--- src/rtl/ialu_pkg.sv ---
package ialu_pkg;

  typedef enum logic [3:0] {
    OP_ADD  = 4'd0,
    OP_ADDU = 4'd1,
    OP_SUB  = 4'd2,
    OP_SUBU = 4'd3,
    OP_AND  = 4'd4,
    OP_OR   = 4'd5,
    OP_SLT  = 4'd6,
    OP_SLL  = 4'd7,
    OP_SRL  = 4'd8,
    OP_SRA  = 4'd9
  } alu_op_e;

  // Signed overflow from the sign bits of the two adder inputs and the sum.
  function automatic logic add_ovf(input logic sa, input logic sb, input logic ss);
    return (sa == sb) && (ss != sa);
  endfunction

  // Signed less-than from the sign of a difference and its overflow.
  function automatic logic lt_from_diff(input logic diff_msb, input logic diff_ovf);
    return diff_msb ^ diff_ovf;
  endfunction

endpackage

--- src/rtl/ialu_addsub.sv ---
module ialu_addsub #(
  parameter int W = 32
) (
  input  logic [W-1:0] a,
  input  logic [W-1:0] b,
  input  logic         sub,
  output logic [W-1:0] sum,
  output logic         ovf_raw,
  output logic         less
);
  import ialu_pkg::*;

  logic [W-1:0] b_eff;

  assign b_eff   = b ^ {W{sub}};
  assign sum     = a + b_eff + W'(sub);
  assign ovf_raw = add_ovf(a[W-1], b_eff[W-1], sum[W-1]);
  assign less    = lt_from_diff(sum[W-1], ovf_raw);

endmodule

--- src/rtl/ialu_shifter.sv ---
module ialu_shifter #(
  parameter int W  = 32,
  parameter int SW = $clog2(W)
) (
  input  logic [W-1:0]  val,
  input  logic [SW-1:0] amt,
  input  logic          left,
  input  logic          arith,
  output logic [W-1:0]  res
);

  logic [W-1:0] val_rev;
  logic [W-1:0] out_rev;
  logic [W-1:0] stg [0:SW];
  logic         fill;

  // Left shifts reuse the right-shift stages on the bit-reversed value.
  generate
    for (genvar k = 0; k < W; k++) begin : g_rev
      assign val_rev[k] = val[W-1-k];
      assign out_rev[k] = stg[SW][W-1-k];
    end
  endgenerate

  assign fill   = arith & ~left & val[W-1];
  assign stg[0] = left ? val_rev : val;

  generate
    for (genvar i = 0; i < SW; i++) begin : g_stage
      localparam int D = 1 << i;
      assign stg[i+1] = amt[i] ? {{D{fill}}, stg[i][W-1:D]} : stg[i];
    end
  endgenerate

  assign res = left ? out_rev : stg[SW];

endmodule

--- src/rtl/ialu_bitlogic.sv ---
module ialu_bitlogic #(
  parameter int W = 32
) (
  input  logic [W-1:0] a,
  input  logic [W-1:0] b,
  input  logic         sel_or,
  output logic [W-1:0] res
);

  assign res = sel_or ? (a | b) : (a & b);

endmodule

--- src/rtl/ialu_core.sv ---
module ialu_core #(
  parameter int W  = 32,
  parameter int SW = 5
) (
  input  logic [W-1:0]  opd_a,
  input  logic [W-1:0]  opd_b,
  input  logic [SW-1:0] shamt,
  input  logic [3:0]    op,
  input  logic          trap_en,
  output logic [W-1:0]  result,
  output logic          zero,
  output logic          ovf,
  output logic          trap_req
);
  import ialu_pkg::*;

  alu_op_e      opc;
  logic         use_sub;
  logic         signed_op;
  logic [W-1:0] as_sum;
  logic         as_ovf_raw;
  logic         as_less;
  logic [W-1:0] sh_res;
  logic         sh_left;
  logic         sh_arith;
  logic [W-1:0] lg_res;

  assign opc       = alu_op_e'(op);
  assign use_sub   = (opc == OP_SUB) || (opc == OP_SUBU) || (opc == OP_SLT);
  assign signed_op = (opc == OP_ADD) || (opc == OP_SUB);
  assign sh_left   = (opc == OP_SLL);
  assign sh_arith  = (opc == OP_SRA);

  ialu_addsub #(.W(W)) u_addsub (
    .a(opd_a), .b(opd_b), .sub(use_sub),
    .sum(as_sum), .ovf_raw(as_ovf_raw), .less(as_less)
  );

  ialu_shifter #(.W(W), .SW(SW)) u_shift (
    .val(opd_b), .amt(shamt), .left(sh_left), .arith(sh_arith), .res(sh_res)
  );

  ialu_bitlogic #(.W(W)) u_logic (
    .a(opd_a), .b(opd_b), .sel_or(opc == OP_OR), .res(lg_res)
  );

  always_comb begin
    case (opc)
      OP_ADD, OP_ADDU, OP_SUB, OP_SUBU: result = as_sum;
      OP_AND, OP_OR:                    result = lg_res;
      OP_SLT:                           result = {{(W-1){1'b0}}, as_less};
      OP_SLL, OP_SRL, OP_SRA:           result = sh_res;
      default:                          result = '0;
    endcase
  end

  assign zero     = ~|result;
  assign ovf      = signed_op & as_ovf_raw;
  assign trap_req = ovf & trap_en;

endmodule

--- config.mk ---
export PLATFORM = sky130hd
export DESIGN_NAME = ialu_core
export DESIGN_NICKNAME = d
export VERILOG_FILES = /design/src/rtl/ialu_pkg.sv /design/src/rtl/ialu_addsub.sv /design/src/rtl/ialu_shifter.sv /design/src/rtl/ialu_bitlogic.sv /design/src/rtl/ialu_core.sv
export SDC_FILE = /design/constraint.sdc
export NUM_CORES = 1
export LEC_CHECK = 0
export ABC_AREA = 1
export ABC_CLOCK_PERIOD_IN_PS = 11600
export BUFFER_PORTS_ARGS = -buffer_cell sky130_fd_sc_hd__buf_2
export CAP_MARGIN = 20
export CORE_MARGIN = 8
export CORE_UTILIZATION = 40
export DETAILED_ROUTE_END_ITERATION = 7
export SYNTH_ARGS = -nofsm -noshare
export SYNTH_HDL_FRONTEND = slang
export SYNTH_SLANG_ARGS = --single-unit
--- constraint.sdc ---
create_clock -name vclk -period 11.6
set_input_delay 2.32 -clock vclk [all_inputs]
set_output_delay 2.32 -clock vclk [all_outputs]
set_load 0.01 [all_outputs]
### After elaboration in Yosys (flattened, before gate mapping)

Cells that the tools add are included.

* output and inout port bits: 35
* register bits: 0

* reductions and logical operators: 10
* bitwise gates (word level): 9
* add/subtract/negate cells: 2
* mux-type cells: 9
* equal/unequal tests: 11

Operators with widths (count)
* 32-bit 2-to-1 mux: 8
* 32-bit case mux with 4 select lines: 1
* 32-bit by 1-bit adder with 32-bit output: 1
* 32-bit adder: 1
* 32-bit bitwise AND: 1
* 32-bit bitwise OR: 1
* 32-bit OR reduction: 1
* 32-bit XOR: 1
* 4-bit by 3-bit equality test with 1-bit output, second input constant: 4
* 4-bit by 2-bit equality test with 1-bit output, second input constant: 2
* 4-bit equality test, second input constant: 2
* 1-bit bitwise AND: 4
* 4-bit by 1-bit equality test with 1-bit output, second input constant: 1
* 4-bit logical NOT: 1
* 4-bit OR reduction: 1
* 1-bit logical OR: 3
* 3-bit OR reduction: 1
* 2-bit OR reduction: 1
* 1-bit equality test: 1
* 1-bit logical AND: 1
* 1-bit logical NOT: 1
* 1-bit inequality test: 1
* 1-bit inverter: 1
* 1-bit XOR: 1

### Logic depth before layout (Yosys ltp)

Gate-level depths: netlist of the first run.

* depth after elaboration: 13
* depth in mapped cells: 26
* depth with buffers taken out: 25

### Hierarchy

A second synthesis of the first run with hierarchy kept.

* cells, all modules: 1369
* area total of the unflattened synthesis: 6839.1 um^2

By module, submodules not included
* ialu_addsub: instances 1, area an instance 2668.8 um^2, cells an instance 492
* ialu_shifter: instances 1, area an instance 2631.3 um^2, cells an instance 557
* ialu_core: instances 1, area an instance 984.7 um^2, cells an instance 219
* ialu_bitlogic: instances 1, area an instance 554.3 um^2, cells an instance 101

### Worst setup path after synthesis of the first run

No wires, ideal clock.

* path kind: input to output
* from: input port op[3]
* to: output port zero
* arrival: 5489 ps
* setup slack: 3791 ps
* required time: 9280 ps
* stages on the path: 25
* buffers on the path: 1
* path through: nor2_2 nand2_1 nand2_1 buf_1 xor2_1 inv_1 fa_1 inv_1 nand2_1 o21ai_1 nand2_1 nand2_1 nand3_1 nand2_1 nand2_1 nand2_1 nand2_1 nand3_1 nand2_1 nand3b_1 nor2_1 nand2_1 nor2_1 nand2_1 nor2_1

* word-level cells in the longest chain between the ends: 13
* elaborated cells between the ends (all ways): 36
* classes of those cells: add/sub: 2; eq/ne: 11; mux: 9; bitwise: 5; reduce/logical: 9

RTL lines
* start: declaration: RTL line ialu_core.sv:8 `input logic [3:0] op,`
* branches (longest 10 deep; another with 32-bit adder)
* 32-bit case mux with 4 select lines (*): RTL line ialu_core.sv:48 `case (opc)`
* net result[18]: RTL line ialu_core.sv:10 `output logic [W-1:0] result,`
* 32-bit OR reduction (*): RTL line ialu_core.sv:57 `assign zero = ~|result;`
* 1-bit logical NOT (*): RTL line ialu_core.sv:57
* end: declaration: RTL line ialu_core.sv:11 `output logic zero,`

Mark *: on every way through the listed nets, which the timed path passes.

### Worst setup path after layout of the first run

* from: input port op[0]
* to: output port zero

* word-level cells in the longest chain between the ends: 13
* elaborated cells between the ends (all ways): 36
* classes of those cells: add/sub: 2; eq/ne: 11; mux: 9; bitwise: 5; reduce/logical: 9

RTL lines (RTL line)
* branches (longest 10 deep; another with 32-bit adder)
* 32-bit case mux with 4 select lines (*): ialu_core.sv:48
* 32-bit OR reduction (*): ialu_core.sv:57
* 1-bit logical NOT (*): ialu_core.sv:57

Mark *: on every way between the ends.

==> impl_metrics.toml, run 1 <==
[logic_synthesis]
ys_types = 40
synth.net_count = 1276
yosysSeqAreaShare_pct = 0
synth_area_per_cell_um2 = 5.04
syn_inst = 1164
yosysWarnings = 0
syn-cell-area_mm2 = 0.00586

[floorplan]
die-area_mm2 = 0.0188
ios = 109
coreArea_mm2 = 0.0144
rows = 44
start_util_pct = 40.6
die_h_um = 137
die_w_um = 137

[place]
gp_congestion = 1.04
io_buffer_count = 109
place_inst = 1406
dp_hpwl_um = 23300

[global_route]
grt_antenna_before_repair = 0
grt_max_degree = 51
grt_pass1_wl_um = 43400
grt_use_total_pct = 29.5
overflow = 0
grt_pass1_vias = 7660

[timing]
finalSetupViolations = 0
worst_pin_slew_ns = 1.07
finalCritPeriodShare_pct = 77.5
whs_ns = 4.93
slew_violations = 0
period_needed_ns = 8.99
worst_slew_margin_rel_pct = 28.7
final.setup.tns_ns = 0
hold_viol = 0
max_freq_ghz = 0.111
rsz0062_at_grt = "false"

[drt]
viasPerCell = 6.12
drt_iter0_markers = 1427
drt_first_pass_iters = 6
wl_um = 28800
drcViolationCount = 0
ant_nets = 0
via_count = 8607
wl_per_cell_um = 20.4

[layout]
clock_buffers = 0
final_cells = 1407
numSequentialCells = 0
regArea_um2 = 0
final_core_util_pct = 44.8
drive_above_1_share_pct = 10.6
fin_nets = 1336
area_delta_synth_final_pct = 10.1

[critical_path]
cp.required_ns = 9.28
path_max_fanout = 41
cp-start-kind = "input port"
worstPathArrival_ns = 6.67
cp-end-kind = "primary output"
critPathKind = "in -> out"

[cts]
cts_resized = 0
cts_hold_buffers = 0
post_cts_buffers = 0

[hold_path]
worst_hold_path_type = "in -> out"
min_path_cells = 3

[status]
status = "finished clean"

[job]
maxCapViolations = 0
==> cells in the mapped netlist <==
master | count | area, um2
nor3_2 | 1 | 10.0
clkinv_1 | 2 | 7.51
nand2_2 | 2 | 12.5
buf_2 | 13 | 65.1
nand4_1 | 15 | 93.8
a31oi_1 | 1 | 6.26
buf_1 | 18 | 67.6
a22oi_1 | 1 | 7.51
ha_1 | 37 | 463
and2_1 | 1 | 6.26
nand2_1 | 307 | 1150
o211ai_1 | 1 | 7.51
a21oi_1 | 64 | 320
nor2_2 | 1 | 6.26
nand3_1 | 365 | 1830
a21boi_0 | 2 | 15.0
buf_6 | 3 | 33.8
nor2_4 | 1 | 11.3
a21o_1 | 6 | 45.0
nand3b_1 | 17 | 128
maj3_1 | 18 | 180
nor2_1 | 87 | 327
nand2_4 | 1 | 11.3
a32oi_1 | 1 | 8.76
o21bai_1 | 1 | 7.51
o21ai_0 | 37 | 185
or2_2 | 3 | 18.8
fa_1 | 1 | 20.0
clkbuf_1 | 25 | 93.8
o2111ai_1 | 1 | 8.76
inv_1 | 70 | 263
and3_1 | 2 | 12.5
xor2_1 | 31 | 272
o311ai_0 | 1 | 8.76
nor3_1 | 10 | 50.1
o21ai_1 | 1 | 5.00
xnor2_1 | 1 | 8.76
inv_2 | 2 | 7.51
o22ai_1 | 7 | 43.8
o21a_1 | 6 | 45.0
==> through the flow <==
stage	setup WS, ns	instance area [um2]
global route	2.17	6450
floorplan	3.79	5860
detailed placement	2.75	6450
CTS	2.72	6450
global placement	2.76	6450
finish	2.61	6460
==> per-layer routing <==
layer | global-route usage, % | vias up | wire length [um]
li1 | - | 4125 | -
met1 | 39.4 | 3810 | 11600
met5 | 0 | - | 0
met3 | 5.47 | 95 | 3600
met4 | 17.0 | 0 | 1870
met2 | 43.3 | 577 | 11700
==> cells in the final DEF (no fill, tap or decap), types with 2 or more instances in the layout <==
master / n
nor2_4: 2
and3_1: 2
nor2_1: 85
nand2_1: 307
nand3_1: 365
o22ai_1: 7
xor2_1: 31
ha_1: 37
nor2_2: 2
nand4_1: 15
inv_2: 2
o21ai_0: 37
nand3b_1: 17
nand2_2: 2
or2_2: 3
inv_1: 70
o21a_1: 6
a21o_1: 6
clkinv_1: 2
maj3_1: 18
buf_2: 109
a21boi_0: 2
a21oi_1: 64
nor3_1: 10
buf_4: 8
==> worst max-delay path, cell delays in order <==
cell and delay (ns):
buf_2 0.65, nor2_1 0.11, nand2_1 0.19, nand2_1 0.39
buf_4 0.40, xor2_1 0.19, ha_1 0.36, nand2_1 0.13
o21ai_0 0.36, inv_1 0.08, nand2_1 0.15, a21oi_1 0.08
o21ai_0 0.12, o21ai_0 0.26, nand3b_1 0.28, nor2_1 0.12
nand2_1 0.06, nor2_1 0.09, nand2_1 0.06, nor2_1 0.11
buf_2 0.14
==> cell families after synthesis <==
logic type	count (synthesis)	share of synthesized area (%)
and+or+nand+nor	813	62.5
buffers and inverters	133	9.18
AOI/OAI and AO/OA	130	12.2
adders and majority gates	56	11.3
xor gates and xnor gates	32	4.78
==> area by class of cell <==
class	instances	area (um2)
antenna	1	2.50
fill	1690	7970
inverter	74	278
multi-input combinational	1031	5340
tap	184	230
timing repair buffer	117	606
==> path summary, 6_finish.rpt <==
| check | from | to |
|---|---|---|
| setup / recovery | op[0] | zero |
| hold / removal | trap_en | trap_req |
==> run 2, diff against run 1 <==
Settings changed: ABC_CLOCK_PERIOD_IN_PS 11600 to 8900.
Clock period 11.6 ns to 8.9 ns, I/O delays scaled along.
==> run 2 against run 1 <==
Critical path depth grew 4. Critical endpoint unchanged. Worst setup slack worse by 1.5 ns. Sequential share of layout area unchanged. Global-route usage down 0.43 points. Largest cell class unchanged. First-iteration DRC count shrank 8.1%. Cell area is essentially flat. Die area is the same. Non-clock buffer count grew 1. Sequential cell count unchanged.
==> impl_metrics.toml, run 2 (same netlist as run 1, synthesis figures left out) <==
[timing]
slew_violations = 0
rsz0062_at_grt = "false"
final.setup.tns_ns = 0
finalCritPeriodShare_pct = 87.4
period_needed_ns = 7.77
worst_slew_margin_rel_pct = 30.0
max_freq_ghz = 0.129
hold_viol = 0
worst_pin_slew_ns = 1.05
finalSetupViolations = 0

[drt]
wl_um = 28200
via_count = 8563
drcViolationCount = 0
ant_nets = 0
wl_per_cell_um = 20.1
drt_first_pass_iters = 8
drt_iter0_markers = 1312
viasPerCell = 6.09

[critical_path]
path_max_fanout = 41
cp-start-kind = "input port"
cp.required_ns = 7.12
worstPathArrival_ns = 5.99
cp-end-kind = "primary output"
critPathKind = "in -> out"

[global_route]
grt_use_total_pct = 29.1
overflow = 0
grt_antenna_before_repair = 0
grt_pass1_wl_um = 43100
grt_max_degree = 47
grt_pass1_vias = 7722

[hold_path]
whs_endpoint = "trap_req"
hp-start = "trap_en"
worst_hold_path_type = "in -> out"
min_path_cells = 3

[floorplan]
die_w_um = 137
die-area_mm2 = 0.0188
start_util_pct = 40.6
die_h_um = 137
rows = 44
coreArea_mm2 = 0.0144
ios = 109

[place]
gp_congestion = 1.03
place_area_mm2 = 0.00646
io_buffer_count = 109
dp_hpwl_um = 23000

[status]
status = "finished clean"

[layout]
clock_buffers = 0
drive_above_1_share_pct = 10.7
diodes = 0
numSequentialCells = 0
layout_commonest_cell = "nand3_1"
fin_nets = 1337
final_area_mm2 = 0.00646
area_delta_synth_final_pct = 10.2
final_cell_mix = "nand3_1 (365), nand2_1 (307), buf_2 (109), nor2_1 (85), inv_1 (70)"
final_core_util_pct = 44.8
regArea_um2 = 0

[power_and_ir_drop]
cellPowerDensity_mw_per_mm2 = 81.9
p_leak_nw = 3.29
vdd_drop_max_mv = 0.0320

[cts]
post_cts_buffers = 0
cts_hold_buffers = 0
cts_resized = 0

[job]
maxCapViolations = 0
## run 2: where the power goes
| part | switching, mW | leakage (nW) | internal [mW] |
|---|---|---|---|
| Combinational | 0.358 | 3.29 | 0.171 |
| Sequential | 0 | 0 | 0 |
| Clock | 0 | 0 | 0 |
## run 2: area by class of cell
class / count / area, um2
fillers: 1701 / 7960
inverters: 74 / 278
multi-input cells: 1031 / 5340
well taps: 184 / 230
repair buffers: 118 / 613
## run 2: layer usage
metal	vias to the layer above	part of all wire [%]	global-route usage [%]
met5	-	0	0
met2	543	42	44.1
li1	4118	-	-
met3	80	12	5.65
met4	0	5.2	13.5
met1	3822	41	38.7
## run 2: how the worst max path moves through the flow
stage                     start   end  slack, ns  cells past startpoint
after floorplan           op[3]  zero       2.17                     25
after global placement    op[0]  zero       1.33                     25
after detailed placement  op[0]  zero       1.28                     25
after CTS                 op[0]  zero       1.25                     25
after global routing      op[0]  zero       0.75                     25
final                     op[0]  zero       1.13                     25
## run 2: critical path, stage by stage
cell,delay (ns)
buf_2,0.63
nor2_1,0.11
nand2_1,0.17
nand2_1,0.08
buf_4,0.30
xor2_1,0.24
inv_1,0.07
fa_1,0.35
inv_1,0.07
nand2_1,0.06
o21ai_1,0.31
nand2_1,0.08
nand2_1,0.19
nand2_1,0.08
nand2_1,0.14
a21oi_1,0.08
o21ai_0,0.09
o21ai_0,0.24
nand3b_1,0.29
nor2_1,0.12
nand2_1,0.07
nor2_1,0.09
nand2_1,0.07
nor2_1,0.10
buf_2,0.14
## run 2: per-stage QoR
| stage | worst slack (ns) | hold WS (ns) | cells | power [mW] |
|---|---|---|---|---|
| after floorplan | 2.17 | 3.64 | 1164 | 0.348 |
| after global placement | 1.33 | 3.85 | 1407 | 0.515 |
| after detailed placement | 1.28 | 3.86 | 1407 | 0.515 |
| after CTS | 1.25 | 3.86 | 1407 | 0.517 |
| after global routing | 0.754 | 3.89 | 1407 | 0.579 |
| final | 1.13 | 3.86 | 1407 | 0.529 |
Note: power is estimated with default switching activity, not from simulation.
==> run 3, diff against run 2 <==
Settings changed: BUFFER_PORTS_ARGS -buffer_cell sky130_fd_sc_hd__buf_2 to not set, DONT_BUFFER_PORTS set to 1.
==> run 3 against run 2 <==
Die area is the same. First-iteration DRC count shrank 7.5%. Worst hold slack lost 0.16 ns. Sequential share of layout area is the same. Routed wire length grew 1.1%. Global-route usage shrank 0.059 points. Sequential cell count is the same. Cell count shrank 8.0%.
==> impl_metrics.toml, run 3 (same netlist as run 1, synthesis figures left out) <==
[place]
place_inst = 1294
io_buffer_count = 0
preCtsSetupSlack_ns = 1.49
dp_hpwl_um = 23300
gp_congestion = 1.03

[timing]
rsz0062_at_grt = "false"
worst_pin_slew_ns = 1.07
max_freq_ghz = 0.133
hold_viol = 0
whs_ns = 3.70
worst_slew_margin_rel_pct = 28.8
period_needed_ns = 7.49
finalCritPeriodShare_pct = 84.2
final.setup.tns_ns = 0
fin_ws_ns = 1.41
slew_violations = 0
finalSetupViolations = 0

[floorplan]
ios = 109
die_h_um = 137
coreArea_mm2 = 0.0144
start_util_pct = 40.6
die_w_um = 137
rows = 44
die-area_mm2 = 0.0188

[global_route]
grt_pass1_vias = 7399
overflow = 0
grt_pass1_wl_um = 42400
grt_use_total_pct = 29.0
grt_max_degree = 42
grt_antenna_before_repair = 0

[hold_path]
worst_hold_path_type = "in -> out"

[status]
status = "finished clean"

[drt]
via_count = 8192
ant_nets = 0
drcViolationCount = 0
drt_first_pass_iters = 8
wl_per_cell_um = 22.0
drt_iter0_markers = 1213
viasPerCell = 6.33
wl_um = 28500

[critical_path]
path_max_fanout = 18
cp-start-kind = "input port"
critPathKind = "in -> out"
worstPathArrival_ns = 5.71
cp.required_ns = 7.12
cp-end-kind = "primary output"

[layout]
diodes = 0
clock_buffers = 0
final_cell_mix = "nand3_1 (365), nand2_1 (306), nor2_1 (85), inv_1 (70), a21oi_1 (64)"
drive_above_1_share_pct = 1.71
area_delta_synth_final_pct = 0.448
num-fill-cells = 1758
final_cells = 1294
layout_commonest_cell = "nand3_1"
regArea_um2 = 0
fin_nets = 1224
numSequentialCells = 0

[power_and_ir_drop]
comb_power_share_pct = 100.0
p_sw_mw = 0.318
pwr-share-clk_pct = 0
vdd_drop_max_mv = 0.0367
cellPowerDensity_mw_per_mm2 = 79.0
cell_internal_pwr_mw = 0.147
power_switching_share_pct = 68.4
p_leak_nw = 2.81
p_seq_share_pct = 0

[cts]
cts_hold_buffers = 0
cts_resized = 0
post_cts_buffers = 0

[job]
maxCapViolations = 0
==> run 3: changes by cell type in the layout (fill, tap and decap cells not counted), sizes merged <==
cell,delta
buf,-113
==> run 3: path summary, 6_finish.rpt <==
check / startpoint / end / slack (ns) / depth (start not counted)
setup / recovery: op[2] / zero / 1.41 / 21
hold / removal: opd_a[31] / ovf / 3.70 / 1
==> run 3: layer usage <==
layer  up-vias  GRT usage (%)  share of wire (%)
li1       3905              -                  -
met1      3683           35.9                 37
met2       525           46.1                 44
met3        79           7.78                 14
met4         0           12.8                4.9
met5         -              0                  0
==> run 3: power by group through the flow <==
stage,sequential (mW),combinational (mW),clock (mW)
after floorplan,0,0.348,0
after CTS,0,0.453,0
after global routing,0,0.512,0
final,0,0.465,0
after detailed placement,0,0.451,0
after global placement,0,0.452,0
==> run 3: layout make-up <==
type               count  area, um2  area share (%)
well taps            184        230            3.91
multi-input cells   1031       5340            90.7
repair buffers         5       37.5           0.637
inverters             74        278            4.72
==> run 3: worst max-delay path: stages <==
cell and delay, ns:
inv_2 0.02, nor2_4 0.28, nand2_1 0.24, nand2_2 0.38, buf_4 0.39, xor2_1 0.19
ha_1 0.32, a21oi_1 0.18, a21boi_0 0.45, nand2_1 0.17, a21oi_1 0.21, nand3_1 0.10
nand2_1 0.07, nor2_1 0.04, nor2_1 0.10, nand3_1 0.21, nor2_1 0.16, nand2_1 0.06
nor2_1 0.08, nand2_1 0.05, nor2_1 0.21
==> run 3: stage by stage <==
step	util, %	power (mW)	cell area (um2)
4_1_cts	40.8	0.453	5890
2_1_floorplan	-	0.348	5860
3_3_place_gp	40.8	0.452	5890
6_report	40.8	0.465	5890
3_5_place_dp	40.8	0.451	5890
5_1_grt	40.8	0.512	5890
